File: src/rtl/stk_seq_pkg.sv
package stk_seq_pkg;
   typedef enum logic [2:0] {
      K_NONE, K_PLAIN, K_LIT, K_JMP, K_CALL, K_RET, K_ILL
   } kind_t;

   localparam int WORD_W   = 9;
   localparam int OFF_W    = 5;
   localparam logic [7:0] RET_CODE = 8'h60;
endpackage

File: src/rtl/stk_seq_dec.sv
module stk_seq_dec
   import stk_seq_pkg::*;
#(
   parameter int AW     = 10,
   parameter int OPS_HI = 4
) (
   input  logic              en,
   input  logic [WORD_W-1:0] word,
   input  logic [AW-1:0]     epc,
   output kind_t             kind,
   output logic              push,
   output logic              pop,
   output logic              branch,
   output logic [AW-1:0]     target,
   output logic              op_stb,
   output logic              lit_stb,
   output logic [7:0]        lit_val
);
   initial begin
      if (AW < OFF_W) $error("AW must be at least the offset width");
      if (OPS_HI < 1 || OPS_HI > 32) $error("OPS_HI out of range");
   end

   logic [AW-1:0] off_ext;
   assign off_ext = {{(AW-OFF_W){word[8]}}, word[8], word[3:0]};
   assign target  = epc + off_ext;

   always_comb begin
      kind = K_NONE;
      if (en) begin
         if (word[7])
            kind = K_LIT;
         else if (word[6:5] == 2'b01)
            kind = K_JMP;
         else if (word[6:5] == 2'b10)
            kind = K_CALL;
         else if (word[7:0] == RET_CODE)
            kind = K_RET;
         else if (word[6:5] == 2'b00 || int'(word[4:0]) < OPS_HI)
            kind = K_PLAIN;
         else
            kind = K_ILL;
      end
   end

   assign push    = (kind == K_CALL);
   assign branch  = (kind == K_JMP) || (kind == K_CALL);
   assign pop     = (kind == K_RET) ||
                    (((kind == K_PLAIN) || (kind == K_ILL)) && word[8]);
   assign op_stb  = (kind == K_PLAIN);
   assign lit_stb = (kind == K_LIT);
   assign lit_val = {word[8], word[6:0]};
endmodule

File: src/rtl/stk_seq_rstack.sv
module stk_seq_rstack #(
   parameter int AW    = 10,
   parameter int DEPTH = 16
) (
   input  logic          clk,
   input  logic          rst_n,
   input  logic          push,
   input  logic          pop,
   input  logic [AW-1:0] push_data,
   output logic [AW-1:0] top_data,
   output logic          err
);
   localparam int SPW = $clog2(DEPTH + 1);
   localparam int IW  = (DEPTH > 1) ? $clog2(DEPTH) : 1;

   initial begin
      if (DEPTH < 2) $error("DEPTH must be at least 2");
   end

   logic [SPW-1:0] sp;
   logic [AW-1:0]  ent [DEPTH];
   logic           full, empty;

   assign full  = (sp == SPW'(DEPTH));
   assign empty = (sp == '0);

   for (genvar i = 0; i < DEPTH; i++) begin : g_ent
      always_ff @(posedge clk or negedge rst_n) begin
         if (!rst_n)
            ent[i] <= '0;
         else if (push && sp == SPW'(i))
            ent[i] <= push_data;
      end
   end

   assign top_data = empty ? '0 : ent[IW'(sp - 1'b1)];

   always_ff @(posedge clk or negedge rst_n) begin
      if (!rst_n) begin
         sp  <= '0;
         err <= 1'b0;
      end else begin
         if (push) begin
            if (full) err <= 1'b1;
            else      sp  <= sp + 1'b1;
         end else if (pop) begin
            if (empty) err <= 1'b1;
            else       sp  <= sp - 1'b1;
         end
      end
   end


   sp_range_chk: assert property (@(posedge clk) disable iff (!rst_n)
      sp <= SPW'(DEPTH));

   underflow_flag_chk: assert property (@(posedge clk) disable iff (!rst_n)
      (pop && !push && empty) |=> err);

   err_sticky_chk: assert property (@(posedge clk) disable iff (!rst_n)
      err |=> err);
endmodule

File: src/rtl/stk_seq.sv
module stk_seq
   import stk_seq_pkg::*;
#(
   parameter int AW       = 10,
   parameter int RS_DEPTH = 16,
   parameter int OPS_HI   = 4
) (
   input  logic          clk,
   input  logic          rst_n,
   output logic [AW-1:0] imem_addr,
   input  logic [8:0]    imem_rdata,
   output logic          valid_op,
   output logic [7:0]    opcode,
   output logic          lit_valid,
   output logic [7:0]    lit,
   output logic          rstk_err
);
   logic [AW-1:0] pc, epc, rel_tgt, ret_tgt;
   logic          fv;
   kind_t         kind;
   logic          push, pop, branch, op_stb, lit_stb, taken;
   logic [7:0]    lit_val;

   stk_seq_dec #(.AW(AW), .OPS_HI(OPS_HI)) u_dec (
      .en(fv), .word(imem_rdata), .epc(epc), .kind(kind),
      .push(push), .pop(pop), .branch(branch), .target(rel_tgt),
      .op_stb(op_stb), .lit_stb(lit_stb), .lit_val(lit_val)
   );

   stk_seq_rstack #(.AW(AW), .DEPTH(RS_DEPTH)) u_rs (
      .clk(clk), .rst_n(rst_n), .push(push), .pop(pop),
      .push_data(epc + 1'b1), .top_data(ret_tgt), .err(rstk_err)
   );

   assign taken = branch || pop;

   always_ff @(posedge clk or negedge rst_n) begin
      if (!rst_n) begin
         pc  <= '0;
         epc <= '0;
         fv  <= 1'b0;
      end else if (taken) begin
         pc  <= pop ? ret_tgt : rel_tgt;
         fv  <= 1'b0;
      end else begin
         pc  <= pc + 1'b1;
         epc <= pc;
         fv  <= 1'b1;
      end
   end

   assign imem_addr = pc;
   assign valid_op  = op_stb;
   assign opcode    = op_stb ? imem_rdata[7:0] : 8'h00;
   assign lit_valid = lit_stb;
   assign lit       = lit_stb ? lit_val : 8'h00;


   one_strobe_chk: assert property (@(posedge clk) disable iff (!rst_n)
      !(valid_op && lit_valid));

   bubble_chk: assert property (@(posedge clk) disable iff (!rst_n)
      taken |=> (!valid_op && !lit_valid && !fv));

   lit_noret_chk: assert property (@(posedge clk) disable iff (!rst_n)
      lit_valid |=> fv);

   fold_chk: assert property (@(posedge clk) disable iff (!rst_n)
      (valid_op && imem_rdata[8]) |=> !fv);
endmodule

File: config.mk
export PLATFORM = sky130hd
export DESIGN_NAME = stk_seq
export DESIGN_NICKNAME = d
export VERILOG_FILES = /design/src/rtl/stk_seq_pkg.sv /design/src/rtl/stk_seq_dec.sv /design/src/rtl/stk_seq_rstack.sv /design/src/rtl/stk_seq.sv
export SDC_FILE = /design/constraint.sdc
export NUM_CORES = 1
export LEC_CHECK = 0
export CAP_MARGIN = 20
export CORE_ASPECT_RATIO = 1.2
export CORE_MARGIN = 5
export CORE_UTILIZATION = 60
export CTS_CLUSTER_SIZE = 12
export DETAILED_ROUTE_END_ITERATION = 8
export GPL_ROUTABILITY_DRIVEN = 0
export GPL_TIMING_DRIVEN = 0
export PLACE_DENSITY = 0.81
export SLEW_MARGIN = 0
export SYNTH_ARGS = -nofsm -noshare
export SYNTH_HDL_FRONTEND = slang
export SYNTH_HIERARCHICAL = 1
export SYNTH_SLANG_ARGS = --single-unit
File: constraint.sdc
create_clock -name clk -period 6.5 [get_ports clk]
set_clock_uncertainty 0.05 [all_clocks]
set_input_delay 0.65 -clock clk [delete_from_list [all_inputs] [get_ports clk]]
set_output_delay 0.65 -clock clk [all_outputs]
set_load 0.05 [all_outputs]
==> results by group <==
Run status
  – Outcome: finished clean

Routing
  – Drt wl/cell: 22.7 um
  – DRC: 0
  – DR pass1 iterations: 4
  – Routed Antenna Nets: 0
  – DRT iter0 DRCs: 444
  – Via/cell ratio: 6.15
  – Via count: 6017
  – Routed wire length: 22.2 mm

Clocking
  – Skew-Pair Late Insertion Delay: 430 ps
  – TritonCTS Sinks: 187
  – Post-CTS Resized: 0
  – Root Buffer Master: clkbuf_16
  – Total clock buffers created by CTS: 17
  – Clk pin slew, worst setup/hold paths: 70 ps
  – TritonCTS clock tree: done
  – CTS Hold Buffers Added: 0
  – Post-CTS Setup Bufs: 0
  – CTS max path bufs: 2
  – H-tree depth: 4

Final layout
  – Area Overhead vs Synth: 12.8%
  – Antenna cells: 0
  – Leading cell type in the layout, fill and taps excluded: dfrtp_1
  – Fin nets: 782
  – Layout cells sized above 1: 38.1%
  – Cell Count, Final, Fillers Out: 979
  – Most frequent cells in the layout: dfrtp_1 (187), mux2_2 (156), mux4_2 (40)
  – # fillers: 1116
  – Multi-input gate area: 4790 sq um
  – Design area: 11000 sq um
  – Seq. cell area: 4680 sq um

Worst setup path
  – Start of the worst register-to-register path: u_rs/sp[0]
  – Reg2Reg Depth: 11
  – CP endpoint kind: primary output
  – Type of origin of the critical path: primary input
  – Arrival time at the worst endpoint: 3220 ps
  – Crit Path Category: primary input to primary output
  – Worst R2R End: imem_addr[8]
  – Largest fanout on the critical path: 9
  – CP required: 5800 ps
  – R2R Setup Slk: 2890 ps

Floorplan
  – Full die area: 19000 sq um
  – Core ar.: 16100 sq um
  – Starting density of the core: 60.6%
  – Die W: 127 um
  – Total I/O pin count: 40
  – # rows: 51
  – Die Ht: 150 um

Timing
  – Worst slew margin: 30.1%
  – Final setup violation count: 0
  – Fin crit share: 60.3%
  – Least-Margin Pin Slew: 1040 ps
  – Min Hold Slack: 131 ps
  – Min Clock Period, post-route: 3920 ps
  – Final Max Slew Viols: 0
  – Sum of negative setup slack: 0 ps
  – RSZ-0062 raised after global routing: false
  – Fmax: 0.255 GHz
  – Fin. Hold Viols: 0

Synth
  – Synth Instances: 695
  – Mean Syn Cell Area: 14.1 sq um
  – YS warnings: 6
  – Mapped Area: 9790 sq um
  – Syn_nets: 723

Power
  – Sw frac: 39.9%
  – Power per Cell Area: 493 nW/um^2
  – Sequential Power Share: 35.5%
  – P_sw: 2.17 mW
  – Combinational Power Share: 46.4%
  – Int Power: 3.28 mW
  – Static leakage: 5.24 nW
  – VDD IR-drop max: 0.000248 V
  – Power share of the clock group: 18.1%

Placement
  – Placement-stage cell area: 10500 sq um
  – Input/output buffers: 39
  – HPWL Detailed: 15.6 mm
  – Placed insts: 947

Global routing
  – Global-route wire length before repair: 36.0 mm
  – Antenna violations before repair: 0
  – Overflow after GRT: 0
  – Vias in the first global route: 6619
  – GRT Overall Usage: 24.7%
  – Largest net degree at the start of global routing: 108

Min path
  – Hold Path Class: primary input to asynchronous set/reset pin

Job
  – Max-cap viol count: 0
[per-layer routing]
| metal | part of all wire, % | track usage (%) | up-vias |
|---|---|---|---|
| met2 | 52 | 42.9 | 201 |
| met5 | 0 | 0 | - |
| met3 | 5.0 | 4.46 | 59 |
| li1 | - | - | 2660 |
| met1 | 39 | 29.6 | 3097 |
| met4 | 4.1 | 12.2 | 0 |
[power groups by stage]
stage          combinational, mW  sequential [mW]  clock (mW)
2_1_floorplan               1.77             1.94           0
3_3_place_gp                2.41             1.89           0
3_5_place_dp                2.50             1.94           0
4_1_cts                     2.52             1.93        1.00
5_1_grt                     2.71             1.98        1.05
6_report                    2.53             1.93       0.986
[critical path, stage by stage]
cell             delay (ps)
clkdlybuf4s50_1         460
nor3_1                  300
nand3_1                 110
a211oi_1                660
and2_1                  220
clkdlybuf4s50_1         800
[flip-flops by register name, summed over array words and instances, names as in the netlist]
signal	cells
epc	10
fv	1
imem_addr	10
u_rs/ent	160
u_rs/err	1
u_rs/sp	5
[through the flow]
stage,setup slack (ps),utilization (%),power (mW)
after floorplan,2770,-,3.71
after global placement,-2340,64.7,4.30
after detailed placement,2540,64.9,4.45
after CTS,2530,68.4,5.45
after global routing,2390,68.4,5.73
final,2580,68.4,5.45
[worst max-delay path by stage]
stage / startpoint / to / slack (ps) / depth (start not counted)
2_1_floorplan: imem_rdata[4] / opcode[0] / 2770 / 4
4_1_cts: imem_rdata[4] / opcode[3] / 2530 / 6
3_3_place_gp: rst_n / u_rs/ent[158] / -2340 / 1
5_1_grt: imem_rdata[4] / opcode[1] / 2390 / 6
3_5_place_dp: imem_rdata[3] / opcode[3] / 2540 / 6
6_report: imem_rdata[3] / opcode[4] / 2580 / 6
[cell type report]
cell class	instances	area share (%)
inverter	15	0.510
multi-input combinational	451	43.4
clock buffer	19	4.10
sequential	187	42.4
clock inverter	13	1.02
timing repair buffer	40	3.83
buffer	42	2.32
tap	212	2.40
No activity file was read; power rests on OpenSTA's default activity.
